--- src/rtl/flash_stat_pkg.sv ---
package flash_stat_pkg;
  typedef enum logic [1:0] {
    OP_IDLE  = 2'd0,
    OP_PROG  = 2'd1,
    OP_ERASE = 2'd2
  } op_kind_e;
endpackage

--- src/rtl/flash_strobe_edge.sv ---
module flash_strobe_edge (
  input  logic clk,
  input  logic rst,
  input  logic chip_en,
  input  logic out_en,
  output logic strobe,
  output logic rise
);
  logic strobe_q;

  assign strobe = chip_en & out_en;
  assign rise   = strobe & ~strobe_q;

  always_ff @(posedge clk) begin
    if (rst) strobe_q <= 1'b0;
    else     strobe_q <= strobe;
  end

  // A rise cannot occur on two consecutive cycles
  AST_RISE_SINGLE: assert property (@(posedge clk) disable iff (rst)
    rise |=> !rise);
endmodule

--- src/rtl/flash_toggle_gen.sv ---
module flash_toggle_gen (
  input  logic clk,
  input  logic rst,
  input  logic busy,
  input  logic rise,
  output logic tog_q,
  output logic tog_nx
);
  assign tog_nx = (busy && rise) ? ~tog_q : tog_q;

  always_ff @(posedge clk) begin
    if (rst) tog_q <= 1'b0;
    else     tog_q <= tog_nx;
  end

  AST_TOG_FLIP: assert property (@(posedge clk) disable iff (rst)
    (busy && rise) |=> (tog_q != $past(tog_q)));
  AST_TOG_HOLD: assert property (@(posedge clk) disable iff (rst)
    !(busy && rise) |=> $stable(tog_q));
endmodule

--- src/rtl/flash_status_mux.sv ---
module flash_status_mux
  import flash_stat_pkg::*;
#(
  parameter int AW       = 19,
  parameter int DW       = 8,
  parameter int POLL_BIT = 7,
  parameter int TOG_BIT  = 6
) (
  input  op_kind_e          kind,
  input  logic [AW-1:0]     rd_addr,
  input  logic [AW-1:0]     ld_addr,
  input  logic [DW-1:0]     arr_data,
  input  logic [DW-1:0]     ld_data,
  input  logic              tog,
  output logic [DW-1:0]     data_out
);
  logic addr_hit;
  assign addr_hit = (rd_addr == ld_addr);

  for (genvar b = 0; b < DW; b++) begin : g_bit
    if (b == POLL_BIT) begin : g_poll
      assign data_out[b] = (kind == OP_ERASE) ? 1'b0 :
                           (kind == OP_PROG && addr_hit) ? ~ld_data[b] :
                           arr_data[b];
    end else if (b == TOG_BIT) begin : g_tog
      assign data_out[b] = (kind == OP_IDLE) ? arr_data[b] : tog;
    end else begin : g_pass
      assign data_out[b] = arr_data[b];
    end
  end
endmodule

--- src/rtl/flash_status_readout.sv ---
module flash_status_readout
  import flash_stat_pkg::*;
#(
  parameter int AW       = 19,
  parameter int DW       = 8,
  parameter int POLL_BIT = 7,
  parameter int TOG_BIT  = 6
) (
  input  logic          clk,
  input  logic          rst,
  input  logic          chip_en,
  input  logic          out_en,
  input  logic [AW-1:0] rd_addr,
  input  logic [DW-1:0] arr_data,
  input  logic          busy,
  input  logic          erase_op,
  input  logic [AW-1:0] ld_addr,
  input  logic [DW-1:0] ld_data,
  output logic [DW-1:0] rd_data,
  output logic          bus_oe
);
  logic          strobe, rise, tog_q, tog_nx;
  logic [DW-1:0] mux_data;
  op_kind_e      kind;

  assign kind = !busy ? OP_IDLE : (erase_op ? OP_ERASE : OP_PROG);

  flash_strobe_edge i_edge (
    .clk(clk), .rst(rst), .chip_en(chip_en), .out_en(out_en),
    .strobe(strobe), .rise(rise)
  );

  flash_toggle_gen i_tog (
    .clk(clk), .rst(rst), .busy(busy), .rise(rise),
    .tog_q(tog_q), .tog_nx(tog_nx)
  );

  flash_status_mux #(.AW(AW), .DW(DW), .POLL_BIT(POLL_BIT), .TOG_BIT(TOG_BIT)) i_mux (
    .kind(kind), .rd_addr(rd_addr), .ld_addr(ld_addr), .arr_data(arr_data),
    .ld_data(ld_data), .tog(tog_nx), .data_out(mux_data)
  );

  always_ff @(posedge clk) begin
    if (rst) begin
      rd_data <= '0;
      bus_oe  <= 1'b0;
    end else begin
      rd_data <= mux_data;
      bus_oe  <= strobe;
    end
  end

  AST_POLL_INV: assert property (@(posedge clk) disable iff (rst)
    (busy && !erase_op && chip_en && out_en && rd_addr == ld_addr)
      |=> (rd_data[POLL_BIT] != $past(ld_data[POLL_BIT])));
  AST_ERASE_ZERO: assert property (@(posedge clk) disable iff (rst)
    (busy && erase_op) |=> (rd_data[POLL_BIT] == 1'b0));
  AST_IDLE_TRUE: assert property (@(posedge clk) disable iff (rst)
    !busy |=> (rd_data == $past(arr_data)));
  AST_BUS_HIZ: assert property (@(posedge clk) disable iff (rst)
    !(chip_en && out_en) |=> !bus_oe);
  AST_BUS_DRIVE: assert property (@(posedge clk) disable iff (rst)
    (chip_en && out_en) |=> bus_oe);
endmodule

--- config.mk ---
export PLATFORM = sky130hd
export DESIGN_NAME = flash_status_readout
export DESIGN_NICKNAME = d
export VERILOG_FILES = /design/src/rtl/flash_stat_pkg.sv /design/src/rtl/flash_strobe_edge.sv /design/src/rtl/flash_toggle_gen.sv /design/src/rtl/flash_status_mux.sv /design/src/rtl/flash_status_readout.sv
export SDC_FILE = /design/constraint.sdc
export NUM_CORES = 1
export LEC_CHECK = 0
export ABC_AREA = 1
export BUFFER_PORTS_ARGS = -buffer_cell sky130_fd_sc_hd__clkbuf_2
export CORE_AREA = 2 2 51 53
export CTS_BUF_LIST = sky130_fd_sc_hd__clkbuf_8 sky130_fd_sc_hd__clkbuf_16
export CTS_CLUSTER_SIZE = 12
export DETAILED_ROUTE_END_ITERATION = 8
export DIE_AREA = 0 0 53 55
export PLACE_DENSITY = 0.76
export SLEW_MARGIN = 20
export SYNTH_ARGS = -nofsm -noshare
export SYNTH_HDL_FRONTEND = slang
export SYNTH_SLANG_ARGS = --single-unit
--- constraint.sdc ---
create_clock -name clk -period 0.98 [get_ports clk]
set_clock_uncertainty 0.1 [all_clocks]
set_input_delay 0.098 -clock clk [delete_from_list [all_inputs] [get_ports clk]]
set_output_delay 0.098 -clock clk [all_outputs]
set_load 0.02 [all_outputs]
After elaboration in Yosys (flattened, before gate mapping) --
Cells that the tools add are included.
Storage, ports and cells: bits in registers 10, input port bits 60, output and inout bits 9, logic and storage cells 21
Operators by class: equal/unequal tests 3, muxes and demuxes 5, bitwise gates (word level) 5, reduce and logical (&&, ||, !) cells 4
Operators with widths (number):
- $eq 19x19->1 | 1
- $mux 2 | 2
- $mux 1 | 3
- $not 1->1 | 3
- $and 1x1->1 | 2
- $eq 2x1->1 const B | 1
- $eq 2x2->1 const B | 1
- $logic_and 1x1->1 | 2
- $logic_not 2->1 | 1
- $reduce_or 2->1 | 1

Longest topological paths before layout --
Gate-level depths: netlist (run 1).
word-level depth 5, gate-level depth with buffers 10, depth with buffers taken out 10

Hierarchy --
From an unflattened synthesis (run 1), not the netlist that was laid out.
Second synthesis, totals: cells, all modules 196, area, all modules 1013.5 um^2
Modules (own cells, without submodules):
- flash_status_mux | instances 1, cells each 152, area each 655.6 um^2
- flash_status_readout | instances 1, cells each 32, area each 274.0 um^2
- flash_toggle_gen | instances 1, cells each 7, area each 48.8 um^2
- flash_strobe_edge | instances 1, cells each 5, area each 35.0 um^2

Least setup slack after synthesis (run 1) --
OpenSTA, ideal clock, no wires.
path type reg-to-reg, start point reg i_edge.strobe_q, end point reg rd_data[6], setup time 115 ps, arrival 838 ps, data required time 765 ps, path slack -73 ps, cell stages (with the launch flop) 6, buffers on the path 0, cells stage by stage dfxtp_1 > nor2_1 > nand2_1 > xor2_1 > o21ai_0 > inv_1
On the way: cells in the longest elaborated chain, start to end 5
RTL lines:
- start, declared | RTL line flash_strobe_edge.sv:9 | logic strobe_q;
- start signal, assigned | RTL line flash_strobe_edge.sv:16 | else strobe_q <= strobe;
- $not 1->1 | RTL line flash_strobe_edge.sv:12 | assign rise = strobe & ~strobe_q;
- $and 1x1->1 | RTL line flash_strobe_edge.sv:12
- $logic_and 1x1->1 | RTL line flash_toggle_gen.sv:9 | assign tog_nx = (busy && rise) ? ~tog_q : tog_q;
- $mux 1 | RTL line flash_toggle_gen.sv:9
- $mux 1 | RTL line flash_status_mux.sv:26 | assign data_out[b] = (kind == OP_IDLE) ? arr_data[b] : tog;
- end signal, assigned | RTL line flash_status_readout.sv:48 | rd_data <= mux_data;
- end, declared | RTL line flash_status_readout.sv:19 | output logic [DW-1:0] rd_data,
No other way between the ends. A chain may end at the register's enable or synchronous reset.

Worst setup path after layout (run 1) --
Same ends and word-level chain as after synthesis.

==> results of run 1 <==
[how the worst min path moves through the flow]
stage / startpoint / endpoint / slack, ns / depth (start not counted)
global placement: arr_data[0] / rd_data[0] / 0.19 / 3
global route: ld_data[7] / rd_data[7] / 0.08 / 4
floorplan: arr_data[0] / rd_data[0] / 0.10 / 2
detailed placement: arr_data[3] / rd_data[3] / 0.20 / 3
CTS: arr_data[7] / rd_data[7] / 0.05 / 5
finish: arr_data[7] / rd_data[7] / 0.05 / 5
[synth_stat cells]
library cell	count
a21oi_1	1
clkbuf_1	1
dfxtp_1	10
inv_1	37
inv_2	1
nand2_1	48
nand3_2	1
nor2_1	25
nor2_2	3
o21ai_0	3
xnor2_1	4
xor2_1	1
[state kept, by name (all words and copies together), names as in the netlist]
name and flops:
rd_data 8, i_tog.tog_q 1, i_edge.strobe_q 1
[layout make-up]
type | count | area [µm²] | area share (%)
Timing Repair Buffer | 71 | 398 | 33.3
Inverter | 38 | 143 | 11.9
Clock inverter | 1 | 3.75 | 0.314
Tap cell | 30 | 37.5 | 3.14
Clock buffer | 3 | 41.3 | 3.45
Sequential cell | 10 | 204 | 17.1
Multi-Input combinational cell | 86 | 369 | 30.9
[report_power, final]
group / total, mW / internal (mW) / switching [mW]
clock network: 0.428 / 0.273 / 0.154
logic: 0.339 / 0.176 / 0.163
registers: 0.435 / 0.429 / 0.00580
total: 1.20 / 0.878 / 0.323
[metrics by stage]
| step | cell area, µm² | total power [mW] | utilization (%) | TNS (ns) | instances |
|---|---|---|---|---|---|
| after floorplan | 717 | 0.601 | - | -0.00404 | 135 |
| after global placement | 1080 | 0.756 | 45.6 | -0.102 | 228 |
| after detailed placement | 1080 | 0.762 | 45.6 | -0.103 | 228 |
| after CTS | 1190 | 1.21 | 50.5 | -0.0338 | 239 |
| after global routing | 1200 | 1.28 | 50.6 | -0.0924 | 239 |
| final | 1200 | 1.20 | 50.6 | -0.0316 | 239 |
[worst max-delay path: stages (launching register included)]
cell and delay [ns]:
dfxtp_4 0.34, nor2_2 0.07, nand2_1 0.06, xor2_1 0.15, o21ai_1 0.14, inv_1 0.05
[cells in the final DEF, fill, tap and decap left out]
cell type,Yosys,layout
nor2_2,3,4
dfxtp_4,0,1
o21ai_1,0,1
dlygate4sd3_1,0,7
nor2_1,25,24
nand2_1,48,48
a21oi_1,1,1
buf_4,0,3
inv_1,37,38
xnor2_1,4,4
xor2_1,1,1
clkbuf_2,0,61
o21ai_0,3,2
clkbuf_8,0,3
dfxtp_1,10,9
nand3_2,1,1
inv_2,1,1
[cells by family after synthesis]
group / after synthesis / synth area share [%]
simple gates: 77 / 42.5
buf+inv: 39 / 20.5
flops: 10 / 28.1
xor+xnor: 5 / 6.14
compound gates: 4 / 2.81
[per-layer routing]
metal	share of wire (%)	up-vias	global-route usage [%]
li1	-	522	-
met1	35	365	13.1
met2	57	30	27.7
met3	6.3	4	2.42
met4	2.3	0	7.69
met5	0	-	0
[repair_timing]
item / 4_1_cts / 5_1_grt
pin swaps: 0 / 1
cloned: 0 / 0
resized for setup: 0 / 1
setup endpoints to repair: 1 / 2
hold endpoints to repair: 7 / 0
hold buffers: 7 / 0
==> results.md, run 1 <==
- Leak: just over 0.8 nW
- Unique cell type count in the Yosys netlist: 12
- Postcts setup bufs: 0
- # IOs: 69
- Final hold violations: 0
- Max-Cap Viols: 0
- Number of global-route vias before repair: between 700 and 800
- Pin slew with the least headroom to its limit: approximately 0.19 ns
- Final Max Tran Viols: 0
- Clock Tree Buf Depth: 2
- Clock slew at reported path FFs: 0.05 ns
- GRT Total Usage: approximately 14%
- Reg2reg end: rd_data[6]
- Critical path data arrival time: roughly 1.0 ns
- Detailed Route Iter0 Violations: 5
- Rel. slew slack: 87.0%
- Die area: 2920 µm²
- Clock Latency Late Sink: 0.23 ns
- Initial antenna violation count: 0
- First-pass GRT wire length: between 2000 and 3000 µm
- Hold Path Class: input pin to flip-flop
- Cells after Synth: roughly 140
- Drc violations: 0
- Seq cells post-synth: 10
- Via density: around 3.9
- Syn_area_per_cell: between 5 and 6 µm²
- Crit path to: rd_data[6]
- WL final: approximately 1800 µm
- Fillers: around 260
- Clk root buf: clkbuf_8
- Setup CP Type: flip-flop to flip-flop
- Antenna violation net count after detailed routing: 0
- Ys Warns: 0
- Starting density of the core: between 30 and 40%
- RSZ-0062 raised after global routing: yes
- Failing checks: negative setup slack
- Port Buf Inserts: 61
- Worst VDD drop: 0.000575 V
- Inserted Diodes: 0
- Core area: 2360 µm²
- CTS H-tree lvls: 1
- Critical Path RT: ~1 ns
- Std-Cell Rows: 18
- Share of layout cells above drive strength 1: between 30% and 40%
- Post-Synthesis Cell Area: 713 µm²
- DP HPWL: approximately 1500 µm
- Setup-failing EPs final: 1
- Clock sink total: 10
- Routability Congestion: 0.644
- Synth area leader: dfxtp_1
- Worst-path fanout max: 2
- WHS: approximately 0.046 ns
- Final period util: 103%
- Routed vias: between 900 and 1,000
- Layout area overhead: 67.7%
- Minimum clock period: 1.01 ns
- Fmax: 989 MHz
- R2R Setup Slk: -0.03 ns
- Drt first pass iters: 4
- Seq/Total Area, Yosys: 28.1%
- Height of the die: about 55 µm
- R2R Path Start: i_edge.strobe_q
- WL per Instance: 7.50 µm
- Die width: roughly 53 µm
- Largest net degree at the start of global routing: 11
- Synth top area share: 28.1%
- Status: complete, but fails checks
- Number of buffers created by CTS: 3
- Remaining Overflow, GRT: 0
- Critical path endpoint category: flip-flop
- FF-to-FF path depth: 5
- # nets final: between 200 and 300
- Area contributors post-synth: dfxtp_1 28%, nand2_1 25%, inv_1 19%
- Power Dens Cells: about 1000 nW/µm²
- CTS tree: built
- Fin worst setup slack: -0.0316 ns
- Critical Path Start: i_edge.strobe_q
- Syn nets: a little under 200
- Place WS: -0.0771 ns
- CP Launch Type: flip-flop
(Power assumes the default switching activity.)
==> run 2, diff against run 1 <==
--- a/config.mk
+++ b/config.mk
@@ -7,12 +7,12 @@
 export LEC_CHECK = 0
 export ABC_AREA = 1
 export BUFFER_PORTS_ARGS = -buffer_cell sky130_fd_sc_hd__clkbuf_2
-export CORE_AREA = 2 2 51 53
+export CORE_AREA = 2 2 47 49
 export CTS_BUF_LIST = sky130_fd_sc_hd__clkbuf_8 sky130_fd_sc_hd__clkbuf_16
 export CTS_CLUSTER_SIZE = 12
 export DETAILED_ROUTE_END_ITERATION = 8
-export DIE_AREA = 0 0 53 55
-export PLACE_DENSITY = 0.76
+export DIE_AREA = 0 0 49 51
+export PLACE_DENSITY = 0.84
 export SLEW_MARGIN = 20
 export SYNTH_ARGS = -nofsm -noshare
 export SYNTH_HDL_FRONTEND = slang
==> constraint.sdc (replaced) <==
create_clock -name clk -period 1.2 [get_ports clk]
set_clock_uncertainty 0.1 [all_clocks]
set_input_delay 0.12 -clock clk [delete_from_list [all_inputs] [get_ports clk]]
set_output_delay 0.12 -clock clk [all_outputs]
set_load 0.02 [all_outputs]
==> results.md, run 2 (synthesis results as in run 1) <==
- Critical path endpoint category: flip-flop
- Final hold violations: 0 (unchanged)
- Status: completed
- Leak: 0.787 nW (-2.3%)
- Clock slew at reported path FFs: 0.05 ns (about the same)
- Postcts setup bufs: 0 (unchanged)
- Die width: 49 µm (-7.5%)
- CP Launch Type: flip-flop
- Share of layout cells above drive strength 1: 34.1% (-1.3 points)
- Placed cells: 223 (-2.2%)
- Drt first pass iters: 6 (+2)
- Final Max Tran Viols: 0 (unchanged)
- Max-Cap Viols: 0 (unchanged)
- Met2 Usage GRT: 27.4% (-0.31 points)
- Rel. slew slack: 87.5% (+0.46 points)
- Clock sink total: 10 (unchanged)
- Number of buffers created by CTS: 3 (unchanged)
- Fmax: 976 MHz (-1.3%)
- Routability Congestion: 0.660 (+2.5%)
- Final period util: 85.4% (-18 points)
- Slowest CP cell: dfxtp_1
- Most common cell after layout, fill and taps aside: clkbuf_2
- Port Buf Inserts: 61 (unchanged)
- Via density: 3.83 (-0.54%)
- Clk root buf: clkbuf_8
- Height of the die: 51 µm (-7.3%)
- First-pass GRT wire length: 2700 µm (-7.6%)
- Fillers: 219 (-17%)
- CTS tree: built
- Std-Cell Rows: 17 (-1)
- Max incr delay on CP: 0.30 ns (-0.04 ns)
- # nets final: 266 (-1.5%)
- WL per Instance: 7.05 µm (-6.0%)
- Detailed Route Iter0 Violations: 6 (+1)
- Hold Path Class: input pin to flip-flop
- Max reg flops: 8 (unchanged)
- Crit path to: rd_data[6]
- CTS H-tree lvls: 1 (unchanged)
- FF-to-FF path depth: 5 (unchanged)
- Antenna violation net count after detailed routing: 0 (unchanged)
- Final non-filler cell total: 233 (-2.5%)
- Worst VDD drop: 0.000528 V (-8.2%)
- Layout area overhead: 63.3%
- Worst-path fanout max: 2 (unchanged)
- Starting density of the core: 34.6% (+4.4 points)
- Most Crowded Layer GR: met2
- GRT met1 Usage: 12.8% (-0.32 points)
- Power Dens Cells: 893 nW/µm² (-11%)
- Final core occ: 56.5% (+5.9 points)
- Clock Latency Late Sink: 0.23 ns (about the same)
- Reg2reg end: rd_data[6]
- Setup CP Type: flip-flop to flip-flop
- RSZ-0062 raised after global routing: no
- Routed vias: 893 (-3.0%)
- Core area: 2060 µm² (-13%)
- WL final: 1640 µm (-8.4%)
- Remaining Overflow, GRT: 0 (unchanged)
- R2R Setup Slk: 0.18 ns (+0.21 ns)
- Number of global-route vias before repair: 776 (-0.77%)
- DP HPWL: 1370 µm (-6.0%)
- Regs by FF count: rd_data: 8 flops, i_edge.strobe_q: 1 flops, i_tog.tog_q: 1 flops
- Inserted Diodes: 0 (unchanged)
- Most frequent cells in the layout: 61 x clkbuf_2, 48 x nand2_1, 37 x inv_1
- Setup-failing EPs final: 0 (-1)
- Critical path data arrival time: 1.05 ns (about the same)
- Critical Path RT: 1.23 ns (+0.22 ns)
- Drc violations: 0 (unchanged)
- Cells along the critical path: nor2_1 > nand2_1 > xor2_1 > o21ai_0 > inv_1
- R2R Path Start: i_edge.strobe_q
- Pin slew with the least headroom to its limit: 0.188 ns (-0.00693 ns)
- Critical Path Start: i_edge.strobe_q
- Global-route met3 utilization: 3.22% (+0.80 points)
- Minimum clock period: 1.02 ns (+0.0129 ns)
- Most flop-heavy register: rd_data
- Die area: 2500 µm² (-14%)
- # IOs: 69 (unchanged)
- Initial antenna violation count: 0 (unchanged)
- Setup TNS: 0 ns (+0.0316 ns)
- Clock Tree Buf Depth: 2 (unchanged)
- Largest net degree at the start of global routing: 11 (unchanged)
- GRT Total Usage: 14.2% (+0.48 points)
run 2: final cells by class:
type	count	area, µm²	area share (%)
Tap cell	28	35.0	3.01
Inverter	38	143	12.2
Clock buffer	4	55.1	4.73
Timing Repair Buffer	67	365	31.4
Sequential cell	10	200	17.2
Multi-Input combinational cell	86	367	31.5
run 2: worst min path at each step:
stage	start	endpoint	slack (ns)	depth (start not counted)
after floorplan	arr_data[0]	rd_data[0]	0.13	2
after global placement	arr_data[1]	rd_data[1]	0.21	3
after detailed placement	arr_data[4]	rd_data[4]	0.22	3
after CTS	out_en	i_edge.strobe_q	0.01	3
after global routing	out_en	i_edge.strobe_q	0.02	3
final	out_en	i_edge.strobe_q	0.02	3
run 2: where the power goes:
group / switching (mW) / total, mW / internal (mW)
clock: 0.131 / 0.419 / 0.288
combinational: 0.130 / 0.265 / 0.135
sequential: 0.00511 / 0.357 / 0.351
total: 0.265 / 1.04 / 0.775
run 2: what timing repair did:
action / CTS / global route
hold buffers: 6 / 0
resized for setup: 0 / 0
hold endpoints to repair: 6 / 0
setup endpoints to repair: 0 / 0
run 2: per-layer routing:
metal	wire length, µm	vias to the layer above
met4	48	0
li1	-	510
met1	616	346
met2	860	33
met5	0	-
met3	117	4
run 2: per-stage QoR:
stage / power, mW / instance area (µm²) / hold slack [ns] / setup slack (ns)
finish: 1.04 / 1160 / 0.0152 / 0.175
global route: 1.11 / 1160 / 0.0199 / 0.0853
CTS: 1.05 / 1160 / 0.0124 / 0.157
detailed placement: 0.615 / 1050 / 0.219 / 0.0952
global placement: 0.608 / 1050 / 0.213 / 0.113
floorplan: 0.492 / 713 / 0.127 / 0.147
run 2: worst max-delay path: cells and delay by family, from the launching register on:
family | cells | cell delay [ns]
AOI/OAI and AO/OA | 1 | 0.14
DFF | 1 | 0.30
buffers and inverters | 1 | 0.06
and+or+nand+nor | 2 | 0.17
xor gates and xnor gates | 1 | 0.15
